[src/rtl/lcd_irq_pkg.sv]
package lcd_irq_pkg;
  localparam int STAT_W  = 10;
  localparam int NUM_EVT = 6;

  // event vector order used inside the unit
  localparam int EV_FRAME_DONE = 0;
  localparam int EV_SYNC_LOST  = 1;
  localparam int EV_UNDERFLOW  = 2;
  localparam int EV_PAL_DONE   = 3;
  localparam int EV_EOF0       = 4;
  localparam int EV_EOF1       = 5;

  typedef enum logic [2:0] {
    SEL_RAW    = 3'd0,
    SEL_MASKED = 3'd1,
    SEL_EN_SET = 3'd2,
    SEL_EN_CLR = 3'd3,
    SEL_EOI    = 3'd4
  } reg_sel_e;

  // status bit position of each event index
  function automatic int evt_pos(input int idx);
    case (idx)
      EV_FRAME_DONE: return 0;
      EV_SYNC_LOST:  return 2;
      EV_UNDERFLOW:  return 5;
      EV_PAL_DONE:   return 6;
      EV_EOF0:       return 8;
      default:       return 9;
    endcase
  endfunction

  function automatic logic [STAT_W-1:0] impl_bits();
    logic [STAT_W-1:0] m;
    m = '0;
    for (int i = 0; i < NUM_EVT; i++) m[evt_pos(i)] = 1'b1;
    return m;
  endfunction
endpackage

[src/rtl/irq_status_bank.sv]
module irq_status_bank
  import lcd_irq_pkg::*;
#(
  parameter int DATA_W = 32
) (
  input  logic              clk,
  input  logic              rst_n,
  input  logic [NUM_EVT-1:0] evt_pulse,
  input  logic              clr_we,
  input  logic [DATA_W-1:0] clr_mask,
  output logic [DATA_W-1:0] raw_o
);
  localparam logic [DATA_W-1:0] IMPL = DATA_W'(impl_bits());

  logic [DATA_W-1:0] raw_q;
  logic [DATA_W-1:0] evt_bits;

  // spread event pulses onto their status positions
  always_comb begin
    evt_bits = '0;
    for (int i = 0; i < NUM_EVT; i++) evt_bits[evt_pos(i)] = evt_pulse[i];
  end

  // clear first, then a same-cycle event re-sets the bit
  function automatic logic [DATA_W-1:0] next_raw(
    input logic [DATA_W-1:0] cur,
    input logic [DATA_W-1:0] clr,
    input logic [DATA_W-1:0] setb
  );
    return ((cur & ~clr) | setb) & IMPL;
  endfunction

  always_ff @(posedge clk or negedge rst_n) begin
    if (!rst_n) raw_q <= '0;
    else        raw_q <= next_raw(raw_q, clr_we ? clr_mask : '0, evt_bits);
  end

  assign raw_o = raw_q;

  a_r4_event_wins: assert property (@(posedge clk) disable iff (!rst_n)
    (|evt_bits) |=> ((raw_q & $past(evt_bits)) == $past(evt_bits)));
endmodule

[src/rtl/irq_enable_bank.sv]
module irq_enable_bank
  import lcd_irq_pkg::*;
#(
  parameter int DATA_W = 32
) (
  input  logic              clk,
  input  logic              rst_n,
  input  logic              set_we,
  input  logic              clr_we,
  input  logic [DATA_W-1:0] wmask,
  output logic [DATA_W-1:0] en_o
);
  localparam logic [DATA_W-1:0] IMPL = DATA_W'(impl_bits());

  logic [DATA_W-1:0] en_q;

  function automatic logic [DATA_W-1:0] next_en(
    input logic [DATA_W-1:0] cur,
    input logic              s,
    input logic              c,
    input logic [DATA_W-1:0] m
  );
    logic [DATA_W-1:0] r;
    r = cur;
    if (s) r = r | m;
    if (c) r = r & ~m;
    return r & IMPL;
  endfunction

  always_ff @(posedge clk or negedge rst_n) begin
    if (!rst_n) en_q <= '0;
    else        en_q <= next_en(en_q, set_we, clr_we, wmask);
  end

  assign en_o = en_q;

  a_r5_set_sticks: assert property (@(posedge clk) disable iff (!rst_n)
    (set_we && !clr_we) |=> ((en_q & $past(wmask & IMPL)) == $past(wmask & IMPL)));

  a_r6_clear_sticks: assert property (@(posedge clk) disable iff (!rst_n)
    clr_we |=> ((en_q & $past(wmask)) == '0));
endmodule

[src/rtl/irq_eoi_gate.sv]
module irq_eoi_gate (
  input  logic clk,
  input  logic rst_n,
  input  logic masked_any,
  input  logic eoi_we,
  output logic irq_o
);
  logic irq_q;
  logic gap_q;

  always_ff @(posedge clk or negedge rst_n) begin
    if (!rst_n) begin
      irq_q <= 1'b0;
      gap_q <= 1'b0;
    end else begin
      gap_q <= eoi_we;
      irq_q <= masked_any && !eoi_we && !gap_q;
    end
  end

  assign irq_o = irq_q;

  a_r9_eoi_gap: assert property (@(posedge clk) disable iff (!rst_n)
    eoi_we |=> !irq_o ##1 !irq_o);

  a_r8_irq_needs_pending: assert property (@(posedge clk) disable iff (!rst_n)
    irq_o |-> $past(masked_any));
endmodule

[src/rtl/lcd_irq_unit.sv]
module lcd_irq_unit
  import lcd_irq_pkg::*;
#(
  parameter int DATA_W = 32,
  parameter int ADDR_W = 3
) (
  input  logic              clk,
  input  logic              rst_n,
  input  logic              evt_frame_done,
  input  logic              evt_sync_lost,
  input  logic              evt_underflow,
  input  logic              evt_pal_done,
  input  logic              evt_eof0,
  input  logic              evt_eof1,
  input  logic              bus_we,
  input  logic [ADDR_W-1:0] bus_addr,
  input  logic [DATA_W-1:0] bus_wdata,
  output logic [DATA_W-1:0] bus_rdata,
  output logic              irq_o,
  output logic              recovery_pending
);
  localparam logic [ADDR_W-1:0] A_RAW    = ADDR_W'(SEL_RAW);
  localparam logic [ADDR_W-1:0] A_MASKED = ADDR_W'(SEL_MASKED);
  localparam logic [ADDR_W-1:0] A_EN_SET = ADDR_W'(SEL_EN_SET);
  localparam logic [ADDR_W-1:0] A_EN_CLR = ADDR_W'(SEL_EN_CLR);
  localparam logic [ADDR_W-1:0] A_EOI    = ADDR_W'(SEL_EOI);

  logic [NUM_EVT-1:0] evt_vec;
  logic [DATA_W-1:0]  raw_w, en_w, masked_w;
  logic               stat_clr_we, en_set_we, en_clr_we, eoi_we;

  always_comb begin
    evt_vec = '0;
    evt_vec[EV_FRAME_DONE] = evt_frame_done;
    evt_vec[EV_SYNC_LOST]  = evt_sync_lost;
    evt_vec[EV_UNDERFLOW]  = evt_underflow;
    evt_vec[EV_PAL_DONE]   = evt_pal_done;
    evt_vec[EV_EOF0]       = evt_eof0;
    evt_vec[EV_EOF1]       = evt_eof1;
  end

  assign stat_clr_we = bus_we && (bus_addr == A_RAW || bus_addr == A_MASKED);
  assign en_set_we   = bus_we && (bus_addr == A_EN_SET);
  assign en_clr_we   = bus_we && (bus_addr == A_EN_CLR);
  assign eoi_we      = bus_we && (bus_addr == A_EOI);

  irq_status_bank #(.DATA_W(DATA_W)) u_status (
    .clk       (clk),
    .rst_n     (rst_n),
    .evt_pulse (evt_vec),
    .clr_we    (stat_clr_we),
    .clr_mask  (bus_wdata),
    .raw_o     (raw_w)
  );

  irq_enable_bank #(.DATA_W(DATA_W)) u_enable (
    .clk    (clk),
    .rst_n  (rst_n),
    .set_we (en_set_we),
    .clr_we (en_clr_we),
    .wmask  (bus_wdata),
    .en_o   (en_w)
  );

  assign masked_w = raw_w & en_w;

  irq_eoi_gate u_gate (
    .clk        (clk),
    .rst_n      (rst_n),
    .masked_any (|masked_w),
    .eoi_we     (eoi_we),
    .irq_o      (irq_o)
  );

  always_comb begin
    case (bus_addr)
      A_RAW:              bus_rdata = raw_w;
      A_MASKED:           bus_rdata = masked_w;
      A_EN_SET, A_EN_CLR: bus_rdata = en_w;
      default:            bus_rdata = '0;
    endcase
  end

  assign recovery_pending = raw_w[evt_pos(EV_SYNC_LOST)] && raw_w[evt_pos(EV_UNDERFLOW)];

  a_r10_recovery_source: assert property (@(posedge clk) disable iff (!rst_n)
    (evt_sync_lost && evt_underflow) |=> recovery_pending);
endmodule

[config.mk]
export PLATFORM = sky130hd
export DESIGN_NAME = lcd_irq_unit
export DESIGN_NICKNAME = d
export VERILOG_FILES = /design/src/rtl/lcd_irq_pkg.sv /design/src/rtl/irq_status_bank.sv /design/src/rtl/irq_enable_bank.sv /design/src/rtl/irq_eoi_gate.sv /design/src/rtl/lcd_irq_unit.sv
export SDC_FILE = /design/constraint.sdc
export NUM_CORES = 1
export LEC_CHECK = 0
export ABC_AREA = 0
export ABC_CLOCK_PERIOD_IN_PS = 2450
export BUFFER_PORTS_ARGS = -buffer_cell sky130_fd_sc_hd__buf_2
export CORE_UTILIZATION = 41
export CTS_CLUSTER_DIAMETER = 150
export DETAILED_ROUTE_END_ITERATION = 16
export GPL_ROUTABILITY_DRIVEN = 0
export PLACE_DENSITY = 0.84
export SYNTH_ARGS = -nofsm -noshare
export SYNTH_HDL_FRONTEND = slang
export SYNTH_SLANG_ARGS = --single-unit
[constraint.sdc]
create_clock -name clk -period 2.45 [get_ports clk]
set_input_delay 0 -clock clk [delete_from_list [all_inputs] [get_ports clk]]
set_output_delay 0 -clock clk [all_outputs]
set_load 0.01 [all_outputs]
==> results of run 1 <==
## cell type report
cell class,count,area [um^2]
inverter,7,26.3
sequential,14,350
fill,226,1110
multi-input combinational,63,454
clock buffer,4,36.3
timing repair buffer,32,195
tap,28,35.0
## metrics by stage
| step | util (%) | hold slack (ns) | cell area [um^2] | worst slack (ns) | power (mW) |
|---|---|---|---|---|---|
| floorplan | - | -0.296 | 1050 | 1.63 | 0.403 |
| global placement | 44.8 | -0.0924 | 991 | 1.50 | 0.414 |
| detailed placement | 44.8 | -0.0870 | 991 | 1.45 | 0.420 |
| CTS | 49.6 | 0.000203 | 1100 | 1.34 | 0.590 |
| global route | 49.6 | 0.0158 | 1100 | 1.31 | 0.616 |
| finish | 49.6 | 0.00476 | 1100 | 1.35 | 0.585 |
## routing by layer
metal | up-vias | share of wire, %
li1 | 329 | -
met1 | 342 | 39
met2 | 50 | 49
met3 | 2 | 10
met4 | 0 | 0.77
met5 | - | 0
## cell families after synthesis
logic type,share of synthesized area (%)
other,0.392
DFF,36.6
and+or+nand+nor,15.3
AOI/OAI and AO/OA,15.7
muxes,6.27
buffers and inverters,25.8
## critical path: stages, from the launching register on
cell and delay (ns):
dfrtp_1 0.42, o221a_2 0.28, buf_2 0.13
## power by group
group / internal [mW] / total, mW / switching, mW
clock: 0.0904 / 0.161 / 0.0709
combinational: 0.0665 / 0.144 / 0.0773
sequential: 0.258 / 0.280 / 0.0219
## cells in the mapped netlist, drive strengths merged
cell type / number
nand4bb: 6
a311oi: 1
clkbuf: 1
inv: 7
nor2: 1
dfrtp: 14
and4bb: 1
buf: 29
and2: 1
nand4b: 6
o221a: 6
mux2i: 6
a21o: 6
conb: 1
a22oi: 3
## path summary, 6_finish.rpt
kind / from / endpoint / slack, ns / depth (start not counted)
worst max-delay path: u_status.raw_o[2] / bus_rdata[2] / 1.35 / 2
worst min-delay path: bus_addr[0] / register / 0.005 / 2
worst max register to register: u_status.raw_o[2] / u_gate.irq_o / 1.54 / 2
worst min register to register: u_gate.gap_q / u_gate.irq_o / 0.43 / 1
max in group asynchronous: rst_n / u_status.raw_o[6] / 2.05 / 2
min in group asynchronous: rst_n / asynchronous set/reset pin / 0.15 / 2
==> summary.md, run 1 <==
| Metric | Value |
|---|---|
| Status | finished clean |
| Mapped Cells | 89 |
| CTS tree | built |
| Final setup viols | 0 |
| Startpoint Class | register |
| Synth top area cells | dfrtp_1, buf_4, nand4bb_1 |
| Final non-filler cell total | 148 |
| GRT Overall Usage | 14.0% |
| Post-synthesis sequential area ratio | 36.6% |
| Worst Skew | 0.00721 ns |
| Met2 usage | 23.8% |
| Grt ovf | 0 |
| Critical path endpoint category | output pin |
| Clock Tree Buf Depth | 2 |
| Clk_lat worst skew | 0.28 ns |
| Syn-to-layout area delta | 14.6% |
| Yosys top cell area share | 36.6% |
| Post-Place Cells | 137 |
| Yosys warns | 0 |
| Post-CTS Hold Fix Bufs | 7 |
| Hold WC Path Type | input port to register |
| First-pass DRT Iterations | 4 |
| Maximum vdd drop | 0.363 mV |
| Post-synthesis register bit count | 14 |
| Arr. time, crit path | 1.10 ns |
| Vias in the first global route | 607 |
| Setup_tns | 0 ns |
| DR iter-0 viols | 15 |
| Hold Vio Cnt, Final | 0 |
| Top Ports | 78 |
| Grt met3 use | 3.03% |
| DRC violations left | 0 |
| CP max FO | 4 |
| Mapped cell area | 957 um^2 |
| First-pass GRT wire length | 2650 um |
| Commonest non-fill, non-tap cell in the layout | conb_1 |
| GR peak layer | met2 |
| Drt total wl | 1690 um |
| P per Cell Area | 533 mW/mm^2 |
| Post-CTS Setup Repair Bufs | 0 |
| RSZ-0062 raised after global routing | false |
| Routed Antenna Nets | 0 |
| Req. time, crit path | 2.45 ns |
| Vias/cell | 4.89 |
| Initial antenna violation count | 0 |
| IO Port Bufs | 25 |
| Post-synth top area cell | dfrtp_1 |
| M1 GR Usage | 17.2% |
| Rows | 17 |
| Fin crit period | 1.10 ns |
| Peak Freq | 906 MHz |
| Clock-pin slew on the worst setup and hold paths | 0.08 ns |
| Largest net degree at the start of global routing | 21 |
| MaxCap Viol Count | 0 |
| Wire length per cell | 11.4 um |
| Leakage | 0.550 nW |
| Core Footprint | 0.00221 mm^2 |
| DIE WIDTH | 50.3 um |
| Total CTS buffers | 3 |
| Clk Tree Root Cell | clkbuf_4 |
| Final slew viol count | 0 |
| Die area | 0.00253 mm^2 |
| Initial Util | 43.3% |
| Post-cts resize count | 0 |
| Setup CP Type | register to output pin |
| Clock Sinks | 14 |
| Tcrit/Tclk final | 45.0% |
| Die Ht | 50.3 um |
| Syn avg cell area | 10.8 um^2 |
| Unique masters post-synth | 16 |
| H-tree Lvls | 1 |
| Layout cells sized above 1 | 30.8% |
| Most frequent cells in the layout | conb_1, buf_2, dfrtp_1 |
| Antenna Cells | 0 |
| Vias | 723 |
| Number of nets in the layout | 165 |
| Detailed Place HPWL | 1240 um |
Note: power is estimated with default switching activity, not from simulation.
==> inputs of run 2 (changes only) <==
--- a/config.mk
+++ b/config.mk
@@ -6,13 +6,13 @@
 export NUM_CORES = 1
 export LEC_CHECK = 0
 export ABC_AREA = 0
-export ABC_CLOCK_PERIOD_IN_PS = 2450
+export ABC_CLOCK_PERIOD_IN_PS = 1100
 export BUFFER_PORTS_ARGS = -buffer_cell sky130_fd_sc_hd__buf_2
-export CORE_UTILIZATION = 41
+export CORE_UTILIZATION = 38
 export CTS_CLUSTER_DIAMETER = 150
 export DETAILED_ROUTE_END_ITERATION = 16
 export GPL_ROUTABILITY_DRIVEN = 0
-export PLACE_DENSITY = 0.84
+export PLACE_DENSITY = 0.79
 export SYNTH_ARGS = -nofsm -noshare
 export SYNTH_HDL_FRONTEND = slang
 export SYNTH_SLANG_ARGS = --single-unit
==> constraint.sdc (replaced) <==
create_clock -name clk -period 1.1 [get_ports clk]
set_input_delay 0 -clock clk [delete_from_list [all_inputs] [get_ports clk]]
set_output_delay 0 -clock clk [all_outputs]
set_load 0.01 [all_outputs]
==> run 2 against run 1 <==
Power up 140%. Highest routed layer unchanged. Worst setup slack worse by 1.3 ns. Sequential power up 120%. Wire length up 18%. Register-to-register slack worse by 1.5 ns. Hold slack better by 0.028 ns. Critical path depth unchanged. Sequential share of layout area down 3.4 points. Combinational power rose to 2.7 times the previous value.
==> summary.md, run 2 (synthesized netlist as in run 1, its figures left out) <==
| Metric | Value |
|---|---|
| Startpoint Class | register |
| Commonest non-fill, non-tap cell in the layout | conb_1 |
| Clock Tree Buf Depth | 2 (unchanged) |
| Setup CP Type | register to output pin |
| Antenna Cells | 0 (unchanged) |
| Hold Startpoint | bus_addr[0] |
| CTS tree | built |
| Largest net degree at the start of global routing | 15 (-29%) |
| PnR worst setup slack | 0.00872 ns (-1.34 ns) |
| Logic pwr share | 28.4% (+3.8 points) |
| Detailed Place HPWL | 1250 um (+1.2%) |
| CP max FO | 3 (-1) |
| Hold Vio Cnt, Final | 0 (unchanged) |
| Drt total wl | 2000 um (+18%) |
| First-pass GRT wire length | 3130 um (+18%) |
| Vias in the first global route | 721 (+19%) |
| Routed Antenna Nets | 0 (unchanged) |
| Pre-CTS setup slack | 0.188 ns (-1.27 ns) |
| Worst r2r src | u_status.raw_o[6] |
| Final setup viols | 0 (unchanged) |
| Die area | 0.00272 mm^2 (+7.6%) |
| Most frequent cells in the layout | conb_1, buf_2, dfrtp_1 |
| Worst r2r path cells | 3 (+1) |
| Syn-to-layout area delta | 28.2% |
| Final slew viol count | 0 (unchanged) |
| P per Cell Area | 1130 mW/mm^2 (+110%) |
| DR iter-0 viols | 16 (+1) |
| Vias | 776 (+7.3%) |
| Clk_lat worst skew | 0.27 ns (about the same) |
| Total CTS buffers | 3 (unchanged) |
| Critical path endpoint category | output pin |
| Wire length per cell | 12.6 um (+11%) |
| Reg2reg setup slack | 0.08 ns (-1.46 ns) |
| Rows | 17 (unchanged) |
| Clock power share | 26.3% (-1.3 points) |
| Layout cells sized above 1 | 36.2% (+5.3 points) |
| RSZ-0062 raised after global routing | true |
| DIE WIDTH | 52.2 um (+3.7%) |
| IO Port Bufs | 25 (unchanged) |
| Initial antenna violation count | 0 (unchanged) |
| Core Footprint | 0.00230 mm^2 (+3.8%) |
| Seq pwr share | 45.3% (-2.5 points) |
| NetSw | 0.405 mW (+140%) |
| Status | finished clean |
| MaxCap Viol Count | 0 (unchanged) |
| Clk Tree Root Cell | clkbuf_4 |
| Leakage | 0.609 nW (+11%) |
| Clock-pin slew on the worst setup and hold paths | 0.09 ns (about the same) |
| Number of nets in the layout | 175 (+6.1%) |
| Maximum vdd drop | 0.926 mV (+160%) |
| Arr. time, crit path | 1.09 ns (about the same) |
| Worst Skew | 0.00205 ns (-0.00516 ns) |
| GRT Overall Usage | 15.8% (+1.7 points) |
| Req. time, crit path | 1.10 ns (-1.35 ns) |
| Switching share of power | 29.3% (+0.17 points) |
| Cell-internal power | 0.979 mW (+140%) |
| Initial Util | 41.7% (-1.6 points) |
| Final non-filler cell total | 158 (+6.8%) |
| Hold Path Depth | 2 (unchanged) |
| R2r endpoint | u_gate.irq_o |
| H-tree Lvls | 1 (unchanged) |
| Vias/cell | 4.91 (+0.54%) |
| First-pass DRT Iterations | 4 (unchanged) |
| Peak Freq | 916 MHz |
| Grt ovf | 0 (unchanged) |
| Hold WC Path Type | input port to register |
| Post-Place Cells | 140 (+2.2%) |
| DRC violations left | 0 (unchanged) |
| Tcrit/Tclk final | 99.2% |
| Fin crit period | 1.09 ns |
| Top Ports | 78 (unchanged) |
| Clock Sinks | 14 (unchanged) |
| Fillers | 205 (-9.3%) |
| Die Ht | 52.2 um (+3.7%) |
-- run 2: what timing repair did --
item	CTS	global route
hold buffers	7	0
buffers inserted	2	5
gates resized for setup	0	8
endpoints found under the hold margin	20	0
setup endpoints to repair	2	6
-- run 2: cell type report --
class | count | area (um^2) | area share [%]
clock buffer | 4 | 36.3 | 2.96
inverter | 7 | 26.3 | 2.14
multi-input combinational | 63 | 472 | 38.4
sequential | 14 | 350 | 28.5
tap | 28 | 35.0 | 2.85
timing repair buffer | 42 | 308 | 25.1
-- run 2: power by group through the flow --
| stage | combinational [mW] | sequential, mW | clock [mW] |
|---|---|---|---|
| final | 0.393 | 0.627 | 0.364 |
| after global routing | 0.435 | 0.634 | 0.399 |
| after CTS | 0.333 | 0.620 | 0.375 |
| after detailed placement | 0.310 | 0.630 | 0 |
| after global placement | 0.305 | 0.627 | 0 |
| after floorplan | 0.277 | 0.620 | 0 |
-- run 2: critical path, stage by stage, from the launching register on --
cell	delay, ns
dfrtp_1	0.41
o221a_2	0.29
buf_6	0.12
-- run 2: worst max-delay path by stage --
| stage | from | to | slack [ns] | cells past startpoint |
|---|---|---|---|---|
| floorplan | u_status.raw_o[2] | u_gate.irq_o | 0.28 | 2 |
| global placement | u_status.raw_o[2] | u_gate.irq_o | 0.19 | 2 |
| detailed placement | u_status.raw_o[2] | u_gate.irq_o | 0.19 | 2 |
| CTS | u_status.raw_o[6] | bus_rdata[6] | 0.0009 | 2 |
| global route | u_status.raw_o[8] | bus_rdata[8] | -0.03 | 2 |
| finish | u_status.raw_o[8] | bus_rdata[8] | 0.009 | 2 |
-- run 2: stage by stage --
stage	TNS (ns)	util, %	cell area [um^2]	hold slack, ns	power, mW
floorplan	0	-	1050	-0.296	0.898
global placement	0	44.1	1010	-0.0920	0.933
detailed placement	0	44.1	1010	-0.0874	0.940
CTS	0	49.4	1130	0.0289	1.33
global route	-0.0957	53.4	1230	0.0345	1.47
finish	0	53.4	1230	0.0323	1.38
-- run 2: metal layers --
layer,GRT usage [%],vias to the layer above,routed length [um],part of all wire [%]
met3,3.48,4,119,6.0
met4,6.58,0,29,1.5
met2,27.4,43,1010,51
met5,0,-,0,0
met1,18.6,376,835,42
li1,-,353,-,-
